<file path="config.mk">
export PLATFORM = sky130hd
export DESIGN_NAME = spi_ssel_master
export DESIGN_NICKNAME = d
export VERILOG_FILES = /design/src/rtl/spi_ssel_pkg.sv /design/src/rtl/spi_ssel_fifo.sv /design/src/rtl/spi_ssel_shift.sv /design/src/rtl/spi_ssel_drive.sv /design/src/rtl/spi_ssel_master.sv
export SDC_FILE = /design/constraint.sdc
export NUM_CORES = 1
export LEC_CHECK = 0
export ABC_CLOCK_PERIOD_IN_PS = 4100
export BUFFER_PORTS_ARGS = -buffer_cell sky130_fd_sc_hd__buf_2
export CELL_PAD_IN_SITES_DETAIL_PLACEMENT = 2
export CELL_PAD_IN_SITES_GLOBAL_PLACEMENT = 2
export CORE_UTILIZATION = 30
export DETAILED_ROUTE_END_ITERATION = 8
export PLACE_DENSITY = 0.67
export RECOVER_POWER = 100
export SYNTH_ARGS = -nofsm -noshare
export SYNTH_HDL_FRONTEND = slang
export SYNTH_SLANG_ARGS = --single-unit
</file>
<file path="constraint.sdc">
create_clock -name clk -period 4.1 [get_ports clk]
set_input_delay 0.205 -clock clk [delete_from_list [all_inputs] [get_ports clk]]
set_output_delay 0.205 -clock clk [all_outputs]
set_load 0.005 [all_outputs]
</file>
<file path="src/rtl/spi_ssel_pkg.sv">
package spi_ssel_pkg;
   localparam int unsigned REG_AW = 2;

   typedef enum logic [REG_AW-1:0] {
      RA_CTRL = 2'd0,
      RA_CFG  = 2'd1,
      RA_STAT = 2'd2
   } reg_addr_e;

   // control register fields
   localparam int unsigned CT_EN     = 0;
   localparam int unsigned CT_GO     = 1;
   localparam int unsigned CT_CH_LO  = 2;
   localparam int unsigned CT_LEN_LO = 8;
   // configuration register fields
   localparam int unsigned CF_HOLD_LO = 8;
   localparam int unsigned CF_POL_LO  = 12;
   // status register bits
   localparam int unsigned ST_TXE  = 0;
   localparam int unsigned ST_RXNF = 1;
   localparam int unsigned ST_OVF  = 2;
   localparam int unsigned ST_DONE = 3;

   typedef enum logic [1:0] {
      SQ_IDLE,
      SQ_LOAD,
      SQ_RUN,
      SQ_GAP
   } seq_state_e;
endpackage

</file>
<file path="src/rtl/spi_ssel_fifo.sv">
module spi_ssel_fifo #(
   parameter int unsigned WIDTH = 32,
   parameter int unsigned DEPTH = 4
) (
   input  logic             clk,
   input  logic             rst_n,
   input  logic             push,
   input  logic [WIDTH-1:0] wdata,
   input  logic             pop,
   output logic [WIDTH-1:0] rdata,
   output logic             full,
   output logic             empty
);
   localparam int unsigned AW = $clog2(DEPTH);
   localparam int unsigned CW = AW + 1;

   generate
      if (DEPTH < 2 || (DEPTH & (DEPTH - 1)) != 0) begin : g_bad_depth
         $error("spi_ssel_fifo: DEPTH must be a power of two, at least 2");
      end
   endgenerate

   logic [WIDTH-1:0] mem_q [DEPTH];
   logic [AW-1:0]    wp_q, rp_q;
   logic [CW-1:0]    cnt_q;
   logic             do_push, do_pop;

   assign full    = (cnt_q == CW'(DEPTH));
   assign empty   = (cnt_q == '0);
   assign do_pop  = pop && !empty;
   assign do_push = push && (!full || do_pop);
   assign rdata   = mem_q[rp_q];

   always_ff @(posedge clk) begin
      if (do_push) mem_q[wp_q] <= wdata;
   end

   always_ff @(posedge clk or negedge rst_n) begin
      if (!rst_n) begin
         wp_q  <= '0;
         rp_q  <= '0;
         cnt_q <= '0;
      end else begin
         if (do_push) wp_q <= wp_q + AW'(1);
         if (do_pop)  rp_q <= rp_q + AW'(1);
         cnt_q <= cnt_q + CW'(do_push) - CW'(do_pop);
      end
   end
endmodule

</file>
<file path="src/rtl/spi_ssel_shift.sv">
module spi_ssel_shift #(
   parameter int unsigned WORD_W   = 32,
   parameter int unsigned HALF_DIV = 2,
   localparam int unsigned LW      = $clog2(WORD_W) + 1
) (
   input  logic              clk,
   input  logic              rst_n,
   input  logic              load,
   input  logic [WORD_W-1:0] load_word,
   input  logic [LW-1:0]     bit_len,
   input  logic              miso,
   output logic              sclk,
   output logic              mosi,
   output logic              done,
   output logic [WORD_W-1:0] rx_word
);
   localparam int unsigned DW = (HALF_DIV > 1) ? $clog2(HALF_DIV) : 1;

   generate
      if (WORD_W < 8 || (WORD_W & (WORD_W - 1)) != 0) begin : g_bad_word
         $error("spi_ssel_shift: WORD_W must be a power of two, at least 8");
      end
      if (HALF_DIV < 1) begin : g_bad_div
         $error("spi_ssel_shift: HALF_DIV must be at least 1");
      end
   endgenerate

   logic              busy_q, phase_q, done_q;
   logic [DW-1:0]     div_q;
   logic [LW-1:0]     k_q, len_q;
   logic [WORD_W-1:0] word_q, acc_q;
   logic [LW-1:0]     base, remain, nbits, pos;
   logic              tick;
   logic              unused_pos;

   // slot k -> bit position: bytes ascending, msb first inside each byte
   always_comb begin
      base   = {k_q[LW-1:3], 3'b000};
      remain = len_q - base;
      nbits  = (remain > LW'(8)) ? LW'(8) : remain;
      pos    = base + nbits - LW'(1) - {{(LW-3){1'b0}}, k_q[2:0]};
   end
   assign unused_pos = pos[LW-1];
   assign tick = (div_q == DW'(HALF_DIV - 1));

   always_ff @(posedge clk or negedge rst_n) begin
      if (!rst_n) begin
         busy_q  <= 1'b0;
         phase_q <= 1'b0;
         done_q  <= 1'b0;
         div_q   <= '0;
         k_q     <= '0;
         len_q   <= '0;
         word_q  <= '0;
         acc_q   <= '0;
      end else begin
         done_q <= 1'b0;
         if (load) begin
            busy_q  <= 1'b1;
            phase_q <= 1'b0;
            div_q   <= '0;
            k_q     <= '0;
            len_q   <= bit_len;
            word_q  <= load_word;
            acc_q   <= '0;
         end else if (busy_q) begin
            if (!tick) begin
               div_q <= div_q + DW'(1);
            end else begin
               div_q <= '0;
               if (!phase_q) begin
                  phase_q <= 1'b1;
               end else begin
                  phase_q <= 1'b0;
                  acc_q[pos[LW-2:0]] <= miso;
                  if (k_q == len_q - LW'(1)) begin
                     busy_q <= 1'b0;
                     done_q <= 1'b1;
                  end else begin
                     k_q <= k_q + LW'(1);
                  end
               end
            end
         end
      end
   end

   assign sclk    = busy_q & phase_q;
   assign mosi    = busy_q & word_q[pos[LW-2:0]];
   assign done    = done_q;
   assign rx_word = acc_q;
endmodule

</file>
<file path="src/rtl/spi_ssel_drive.sv">
module spi_ssel_drive #(
   parameter int unsigned NSEL = 4,
   localparam int unsigned CHW = $clog2(NSEL)
) (
   input  logic            act,
   input  logic [CHW-1:0]  chan,
   input  logic [NSEL-1:0] pol,
   output logic [NSEL-1:0] ssel
);
   generate
      for (genvar i = 0; i < NSEL; i++) begin : g_line
         assign ssel[i] = (act && chan == CHW'(i)) ? pol[i] : ~pol[i];
      end
   endgenerate
endmodule

</file>
<file path="src/rtl/spi_ssel_master.sv">
module spi_ssel_master
   import spi_ssel_pkg::*;
#(
   parameter int unsigned TX_DEPTH = 8,
   parameter int unsigned RX_DEPTH = 4,
   parameter int unsigned HALF_DIV = 2
) (
   input  logic        clk,
   input  logic        rst_n,
   input  logic        reg_we,
   input  logic [1:0]  reg_addr,
   input  logic [31:0] reg_wdata,
   output logic [31:0] reg_rdata,
   input  logic        tx_push,
   input  logic [31:0] tx_data,
   output logic        tx_full,
   input  logic        rx_pop,
   output logic [31:0] rx_data,
   output logic        rx_empty,
   output logic        sclk,
   output logic        mosi,
   input  logic        miso,
   output logic [3:0]  ssel
);
   localparam int unsigned WORD_W = 32;
   localparam int unsigned NSEL   = 4;
   localparam int unsigned CHW    = $clog2(NSEL);
   localparam int unsigned LW     = $clog2(WORD_W) + 1;

   seq_state_e        state_q;
   logic              act_q, ctrl_en;
   logic [CHW-1:0]    ctrl_ch, chan_q;
   logic [LW-1:0]     ctrl_len, len_eff;
   logic [NSEL-1:0]   cfg_hold, cfg_pol;
   logic              st_ovf, st_done;
   logic              wr_ctrl, wr_cfg, wr_stat, go;
   logic              txq_empty, rxq_full, eng_done, seq_load;
   logic              done_set, ovf_set;
   logic [WORD_W-1:0] txq_head, eng_rx;
   logic              unused_wdata;

   assign unused_wdata = ^{reg_wdata[31:16], reg_wdata[7:4]};

   assign wr_ctrl = reg_we && (reg_addr == RA_CTRL);
   assign wr_cfg  = reg_we && (reg_addr == RA_CFG);
   assign wr_stat = reg_we && (reg_addr == RA_STAT);
   assign go      = wr_ctrl && reg_wdata[CT_GO] && reg_wdata[CT_EN] &&
                    !txq_empty && (state_q == SQ_IDLE);
   assign len_eff = (ctrl_len >= LW'(WORD_W - 1)) ? LW'(WORD_W) : ctrl_len + LW'(1);
   assign seq_load = (state_q == SQ_LOAD);
   assign done_set = (state_q == SQ_RUN) && eng_done && txq_empty;
   assign ovf_set  = eng_done && rxq_full && !rx_pop;

   spi_ssel_fifo #(.WIDTH(WORD_W), .DEPTH(TX_DEPTH)) u_txq (
      .clk(clk), .rst_n(rst_n), .push(tx_push), .wdata(tx_data),
      .pop(seq_load), .rdata(txq_head), .full(tx_full), .empty(txq_empty));

   spi_ssel_fifo #(.WIDTH(WORD_W), .DEPTH(RX_DEPTH)) u_rxq (
      .clk(clk), .rst_n(rst_n), .push(eng_done), .wdata(eng_rx),
      .pop(rx_pop), .rdata(rx_data), .full(rxq_full), .empty(rx_empty));

   spi_ssel_shift #(.WORD_W(WORD_W), .HALF_DIV(HALF_DIV)) u_shift (
      .clk(clk), .rst_n(rst_n), .load(seq_load), .load_word(txq_head),
      .bit_len(len_eff), .miso(miso), .sclk(sclk), .mosi(mosi),
      .done(eng_done), .rx_word(eng_rx));

   spi_ssel_drive #(.NSEL(NSEL)) u_drive (
      .act(act_q), .chan(chan_q), .pol(cfg_pol), .ssel(ssel));

   // register file
   always_ff @(posedge clk or negedge rst_n) begin
      if (!rst_n) begin
         ctrl_en  <= 1'b0;
         ctrl_ch  <= '0;
         ctrl_len <= '0;
         cfg_hold <= '0;
         cfg_pol  <= '0;
         st_ovf   <= 1'b0;
         st_done  <= 1'b0;
      end else begin
         if (wr_ctrl) begin
            ctrl_en  <= reg_wdata[CT_EN];
            ctrl_ch  <= reg_wdata[CT_CH_LO +: CHW];
            ctrl_len <= reg_wdata[CT_LEN_LO +: LW];
         end
         if (wr_cfg) begin
            cfg_hold <= reg_wdata[CF_HOLD_LO +: NSEL];
            cfg_pol  <= reg_wdata[CF_POL_LO +: NSEL];
         end
         // hardware set wins over a same-cycle software clear
         st_done <= (st_done & ~(wr_stat & reg_wdata[ST_DONE])) | done_set;
         st_ovf  <= (st_ovf  & ~(wr_stat & reg_wdata[ST_OVF]))  | ovf_set;
      end
   end

   // select sequencer
   always_ff @(posedge clk or negedge rst_n) begin
      if (!rst_n) begin
         state_q <= SQ_IDLE;
         act_q   <= 1'b0;
         chan_q  <= '0;
      end else begin
         unique case (state_q)
            SQ_IDLE: if (go) begin
               state_q <= SQ_LOAD;
               act_q   <= 1'b1;
               chan_q  <= reg_wdata[CT_CH_LO +: CHW];
            end
            SQ_LOAD: state_q <= SQ_RUN;
            SQ_RUN: if (eng_done) begin
               if (txq_empty) begin
                  state_q <= SQ_IDLE;
                  act_q   <= 1'b0;
               end else if (cfg_hold[chan_q]) begin
                  state_q <= SQ_LOAD;
               end else begin
                  state_q <= SQ_GAP;
                  act_q   <= 1'b0;
               end
            end
            SQ_GAP: begin
               state_q <= SQ_LOAD;
               act_q   <= 1'b1;
            end
            default: state_q <= SQ_IDLE;
         endcase
      end
   end

   always_comb begin
      reg_rdata = '0;
      unique case (reg_addr)
         RA_CTRL: begin
            reg_rdata[CT_EN]               = ctrl_en;
            reg_rdata[CT_CH_LO +: CHW]     = ctrl_ch;
            reg_rdata[CT_LEN_LO +: LW]     = ctrl_len;
         end
         RA_CFG: begin
            reg_rdata[CF_HOLD_LO +: NSEL]  = cfg_hold;
            reg_rdata[CF_POL_LO +: NSEL]   = cfg_pol;
         end
         RA_STAT: begin
            reg_rdata[ST_TXE]  = txq_empty;
            reg_rdata[ST_RXNF] = !rxq_full;
            reg_rdata[ST_OVF]  = st_ovf;
            reg_rdata[ST_DONE] = st_done;
         end
         default: reg_rdata = '0;
      endcase
   end
endmodule

</file>
After elaboration in Yosys (flattened, before gate mapping)
Memories as Yosys holds them, arrays and structs flattened. A register that Yosys moved wholly into a read port is not among the register bits.
Index checks and enable logic that the tools add are counted.
W data, S select, Z words.
{"block": "word_totals", "ff_bits": 89, "ram_bits": 384, "input_bits": 72, "elab_cells": 176, "n_memories": 2}
{"memory": "u_txq.mem_q", "depth": 8, "word_bits": 32, "rd": 1, "rd_clocked_by_memory_dff": 1, "wr": 1, "line": "spi_ssel_fifo.sv:23", "text": "logic [WIDTH-1:0] mem_q [DEPTH];"}
{"memory": "u_rxq.mem_q", "depth": 4, "word_bits": 32, "rd": 1, "rd_clocked_by_memory_dff": 0, "wr": 1, "line": "spi_ssel_fifo.sv:23"}
{"block": "op_classes", "addsub": 16, "order_cmp": 5, "n_eq_ne": 15, "mux": 58, "bitwise_logic": 14, "n_reduce_logical": 43}
{"cell": "$mux W32", "count": 4}
{"cell": "$mux W6", "count": 6}
{"cell": "$mux W1", "count": 33}
{"cell": "$bwmux W32", "count": 1}
{"cell": "$logic_and A1 B1 Y1", "count": 20}
{"cell": "$add A6 B1 Y6 const B", "count": 2}
{"cell": "$pmux W6 S2", "count": 1}
{"cell": "$eq A2 B2 Y1 const B", "count": 5}
{"cell": "$mux W2", "count": 5}
{"cell": "$pmux W2 S4", "count": 1}
{"cell": "$reduce_and A4 Y1", "count": 2}
{"cell": "$add A3 B1 Y3 const B", "count": 2}
{"cell": "$and A1 B1 Y1", "count": 6}
{"cell": "$eq A2 B1 Y1 const B", "count": 3}
{"cell": "$eq A6 B6 Y1", "count": 1}
{"cell": "$ge A6 B5 Y1 const B", "count": 1}
{"cell": "$gt A6 B4 Y1 const B", "count": 1}
{"cell": "$logic_not A1 Y1", "count": 6}
{"cell": "$logic_not A2 Y1", "count": 3}
{"cell": "$lt A5 B6 Y1 const B", "count": 1}
{"cell": "$not A1 Y1", "count": 6}
{"cell": "$reduce_and A2 Y1", "count": 3}
{"cell": "$reduce_bool A2 Y1", "count": 3}
{"cell": "$sub A6 B1 Y6 const B", "count": 1}
{"cell": "30 further kinds", "count": 34}

Logic depth before layout (Yosys ltp)
{"block": "depth", "word_depth": 15, "mapped_depth": 15, "mapped_depth_nobuf": 15}

Hierarchy
A second synthesis with hierarchy kept.
{"block": "hier_totals", "cells_unflattened": 1171, "area_unflattened_um2": 21241.6}
{"module": "spi_ssel_fifo at u_txq", "instances": 1, "cells_each": 430, "area_per_inst_um2": 10297.4}
{"module": "spi_ssel_fifo at u_rxq", "instances": 1, "cells_each": 203, "area_per_inst_um2": 5056.1}
{"module": "spi_ssel_shift", "instances": 1, "cells_each": 393, "area_per_inst_um2": 4325.4}
{"module": "spi_ssel_master", "instances": 1, "cells_each": 137, "area_per_inst_um2": 1495.2}
{"module": "spi_ssel_drive", "instances": 1, "cells_each": 8, "area_per_inst_um2": 67.6}

Worst setup path after synthesis
OpenSTA, ideal clock, no wires.
{"block": "synth_timing", "kind": "register to register", "start": "reg state_q[1]", "end": "mem u_txq.mem_q[0][0], enable pin", "setup_ns": 0.461, "arrival_ns": 3.284, "required_ns": 3.639, "path_slack_ns": 0.355, "path_stages_with_launch": 7, "path_cell_list": "dfrtp_1 inv_1 ha_1 nor2b_1 o21a_1 nand2b_1 nor3_1"}
{"block": "synth_between", "elab_chain_cells": 6}
{"item": "from (decl)", "line": "spi_ssel_master.sv:30", "text": "seq_state_e state_q;"}
{"item": "from (signal assigned)", "line": "spi_ssel_master.sv:99", "text": "state_q <= SQ_IDLE;"}
{"item": "from (signal assigned)", "line": "spi_ssel_master.sv:105", "text": "state_q <= SQ_LOAD;"}
{"item": "from (signal assigned)", "line": "spi_ssel_master.sv:109", "text": "SQ_LOAD: state_q <= SQ_RUN;"}
{"item": "$eq A2 B1 Y1", "line": "spi_ssel_master.sv:50", "text": "assign seq_load = (state_q == SQ_LOAD);"}
{"item": "$logic_and A1 B1 Y1", "line": "spi_ssel_fifo.sv:30", "text": "assign do_pop = pop && !empty;"}
{"item": "$logic_or A1 B1 Y1", "line": "spi_ssel_fifo.sv:31", "text": "assign do_push = push && (!full || do_pop);"}
{"item": "$logic_and A1 B1 Y1", "line": "spi_ssel_fifo.sv:31"}
{"item": "net u_txq.do_push", "line": "spi_ssel_fifo.sv:26", "text": "logic do_push, do_pop;"}
{"item": "$mux W1", "line": "spi_ssel_fifo.sv:35", "text": "if (do_push) mem_q[wp_q] <= wdata;"}
{"item": "$mux W1 (not written as such)", "line": "spi_ssel_fifo.sv:35"}
{"item": "to (decl)", "line": "spi_ssel_fifo.sv:23"}
The timed path passes the listed nets, and every way through them passes these cells.

Worst setup path in the final report
{"block": "layout_timing", "start": "reg u_shift.len_q[3]", "end": "out mosi"}
{"block": "layout_between", "elab_chain_cells": 9}
{"item": "from (decl)", "line": "spi_ssel_shift.sv:30", "text": "logic [LW-1:0] k_q, len_q;"}
{"item": "from (signal assigned)", "line": "spi_ssel_shift.sv:63", "text": "len_q <= bit_len;"}
{"item": "$sub A6 B6 Y6 (*)", "line": "spi_ssel_shift.sv:39", "text": "remain = len_q - base;"}
{"item": "$gt A6 B4 Y1", "line": "spi_ssel_shift.sv:40", "text": "nbits = (remain > LW'(8)) ? LW'(8) : remain;"}
{"item": "$mux W5 (*)", "line": "spi_ssel_shift.sv:40"}
{"item": "$add A5 B5 Y5 (*)", "line": "spi_ssel_shift.sv:41", "text": "pos = base + nbits - LW'(1) - {{(LW-3){1'b0}}, k_q[2:0]};"}
{"item": "$sub A5 B1 Y5 (*)", "line": "spi_ssel_shift.sv:41"}
{"item": "$sub A5 B3 Y5 (*)", "line": "spi_ssel_shift.sv:41"}
{"item": "$bmux W1 S5 (*)", "line": "spi_ssel_shift.sv:89", "text": "assign mosi = busy_q & word_q[pos[LW-2:0]];"}
{"item": "$mux W1 (not written as such) (*)", "line": "spi_ssel_shift.sv:89"}
{"item": "$and A1 B1 Y1 (*)", "line": "spi_ssel_shift.sv:89"}
{"item": "to (decl)", "line": "spi_ssel_master.sv:21", "text": "output logic mosi,"}
Every way passes the cells marked *; elsewhere a longest branch is shown, timed or not. The select of a mux whose other input is x is not followed.

==> impl_metrics.toml <==
[run]
cap_violations = 4

[clock_tree]
clk_latency_ps = 610
htree_levels = 2
cts_tree = "built"
clock-sinks = 505
cts_made_buffers = 54
clk_pin_slew_ps = 60
clock_path_buffers = 3
cts_root_buf = "clkbuf_16"

[global_routing]
track_usage = 0.1437
grt_pass1_wl_mm = 76.72
grt_start_max_net_pins = 93
gr-total-overflow = 0
grt_pass1_vias = 12399
antenna_found_initial = 4

[worst_setup_path]
crit_path_frequent_cell = "nand3_2"
path_class = "reg -> out"
cp_data_required_time_ps = 3890
cp_max_fo = 5
worst_setup_path_end_kind = "output pin"
path_delay_family = "adder cells"
r2r_slack_ps = 390
worstSetupStartpointType = "flop"
cp_num_buf_inv = 2
path_cells = "inv_2 > ha_2 > fa_2 > xnor3_1 > nand3_2 > nor2_2 > ha_4 > ha_1 > a21o_1 > a21oi_2 > xnor3_2 > nand3_2 > nand3_2 > a211oi_4 > buf_2"
slowest_stage = "dfrtp_1"
worstPathArrival_ps = 3950
slowest_delay_ps = 360

[pwr]
switching_share = 0.2489
switchingPower_w = 0.003085
p_leak_nw = 8.524
internal-power_w = 0.009307
peakVddDrop_mv = 0.3285
seq_power_share = 0.513
pwr-share-comb = 0.105
p_clk_frac = 0.382
power_density_mw_per_mm2 = 508.2

[floorplan]
ios = 144
num_rows = 95
die_area_mm2 = 0.06989
start_util = 0.3053
coreArea_mm2 = 0.06763
die_h_um = 264.4
die_w_um = 264.4

[layout]
area_delta_synth_final_pct = 18.07
drive_gt1_frac = 0.2263
final_cells = 2279
fin_util = 0.3605
nets = 1465

[sta]
hold_violations = 0
rsz0062_at_grt = "yes"
whs_ps = 81.60
slew_viol_final = 154
worst_pin_slew_ps = 2650
finalCritPeriodShare = 1.013
timing.slew.headroom = -0.7668
max_freq_mhz = 240.7
setup_ws_ps = -55.07
fin_skew_ps = 33.80
fin_crit_ps = 4155
setup-violations-final = 1

[run_status]
violations = "capacitance limit, slew limit, setup timing"
outcome = "complete, but fails checks"

[detailed_routing]
routedWlPerCell_um = 21.49
ant_nets = 0
wirelength_mm = 48.99
dr_total_vias = 10918
drc = 0
dr.pass1.iters = 4
drtIter0Drc = 544
via_per_inst = 4.791

[synth]
synth_top_area_frac = 0.5584
ys_top_cells_by_area = "edfxtp_1 56%, dfrtp_1 15%, mux4_2 11%"
synth.cell_area_mm2 = 0.02065
synthFlopType = "edfxtp_1"
synthMostInstantiatedCell = "edfxtp_1"
avgSynthCellArea_um2 = 17.59
yosysSeqAreaShare = 0.7050
syn_inst = 1174
yosys_warnings = 0
ys_types = 53
ys_seq_elements = 505
synth_top_area_cell = "edfxtp_1"
synth_edf_count = 384
async_flop_share = 0.2396
synth_common_cells = "384 x edfxtp_1, 121 x dfrtp_1, 105 x mux4_2, 97 x nor2_1, 69 x mux2i_1"

[place]
placedCellCount = 2130
dpl.hpwl_mm = 30.06
routabilityCongestion = 0.7393
io_buffer_count = 103
post-place-ws_ps = -49.63

[hold_path]
hold_class = "in -> reg"
==> area by class of cell <==
cell class / count / area, um2
fill: 6660 / 43250
inverter: 32 / 120.1
antenna: 1 / 2.502
tap: 873 / 1092
timing repair buffer: 185 / 1132
clock inverter: 34 / 310.3
multi-input combinational: 583 / 5756
sequential: 505 / 14560
clock buffer: 66 / 1406
==> final timing paths <==
| path | depth (start not counted) | startpoint | to |
|---|---|---|---|
| hold / removal | 5 | reg_we | st_ovf |
| setup / recovery | 15 | u_shift.len_q[3] | mosi |
| hold reg to reg | 1 | ctrl_en | ctrl_en |
| max in group asynchronous | 3 | rst_n | u_rxq.rp_q[1] |
| setup reg to reg | 15 | u_shift.len_q[3] | u_shift.rx_word[26] |
| min in group asynchronous | 2 | rst_n | u_shift.word_q[4] |
==> flip-flops by register name, summed over array words and instances, names as in the netlist, 3 cells and up <==
register,flops
u_rxq.cnt_q,3
u_rxq.mem_q,128
u_shift.rx_word,32
u_txq.wp_q,3
cfg_pol,4
u_shift.k_q,6
cfg_hold,4
u_shift.len_q,6
u_txq.cnt_q,4
u_shift.word_q,32
ctrl_len,6
u_txq.rp_q,3
u_txq.mem_q,256
==> repair_timing <==
item / CTS / global route
hold buffers: 45 / 0
setup endpoints to repair: 1 / 1
pin swaps: 10 / 4
buffers inserted: 1 / 2
resized for setup: 16 / 3
hold endpoints to repair: 368 / 0
==> per-layer routing <==
layer  track usage  vias up  share of wire
li1              -     4861              -
met4       0.03457        6          0.017
met5             0        -        0.00080
met2        0.2587      152           0.52
met1        0.1789     5834           0.43
met3       0.02387       65          0.032
==> placed cells by master, fill, tap and decap left out, types with 4 or more instances in the layout <==
cell type,Yosys,routed
and2_1,10,4
nor2b_1,5,5
inv_1,32,31
dfrtp_1,121,118
nand2_1,33,33
clkbuf_16,0,54
xor2_1,10,10
clkbuf_1,31,77
bufinv_16,0,4
o22ai_1,5,5
nor3_1,10,11
nand2b_1,5,5
a21oi_1,47,46
xnor2_1,18,17
or3_1,4,4
conb_1,1,20
buf_4,21,17
nor3_2,10,9
clkinv_2,0,11
buf_2,11,38
clkbuf_2,0,17
dlygate4sd3_1,0,45
nor2_1,97,89
o21ai_0,15,15
nor2_2,0,8
and2_0,0,6
edfxtp_1,384,384
nand3_1,29,26
mux2_2,21,21
mux4_2,105,105
mux2i_1,69,68
clkinvlp_4,0,4
ha_1,28,25
clkinv_1,0,11
==> worst min-delay path, stage by stage <==
cell,delay (ps)
buf_2,110
inv_1,70
nor2_1,60
nand2_1,70
a22o_1,110
==> power groups by stage <==
stage | Sequential [W] | Clock [W] | Combinational (W)
2_1_floorplan | 0.00624 | 0 | 0.000939
3_3_place_gp | 0.00641 | 0 | 0.00128
3_5_place_dp | 0.00646 | 0 | 0.00134
4_1_cts | 0.00636 | 0.00491 | 0.00139
5_1_grt | 0.00642 | 0.00507 | 0.00144
6_report | 0.00635 | 0.00473 | 0.00130
==> through the flow <==
step,total power (W),area [um2],TNS (ps)
final,0.01239,24380,-55.07
after global routing,0.01294,24380,-236.3
after CTS,0.01266,24510,-122.1
after detailed placement,0.007803,22280,-49.63
after global placement,0.007695,22280,-1.817
after floorplan,0.007182,20720,0
==> logic make-up (layout without fill, tap and decap cells) <==
family,Yosys count,count (layout),share of synthesized area
flops,505,505,0.7050
simple gates,217,217,0.05041
mux,196,196,0.1601
buf+inv,105,317,0.02393
compound gates,87,87,0.02436
fa+ha+maj,32,32,0.02084
xor+xnor,31,31,0.01515
other cells,1,21,0.0001816
(Power assumes the default switching activity.)
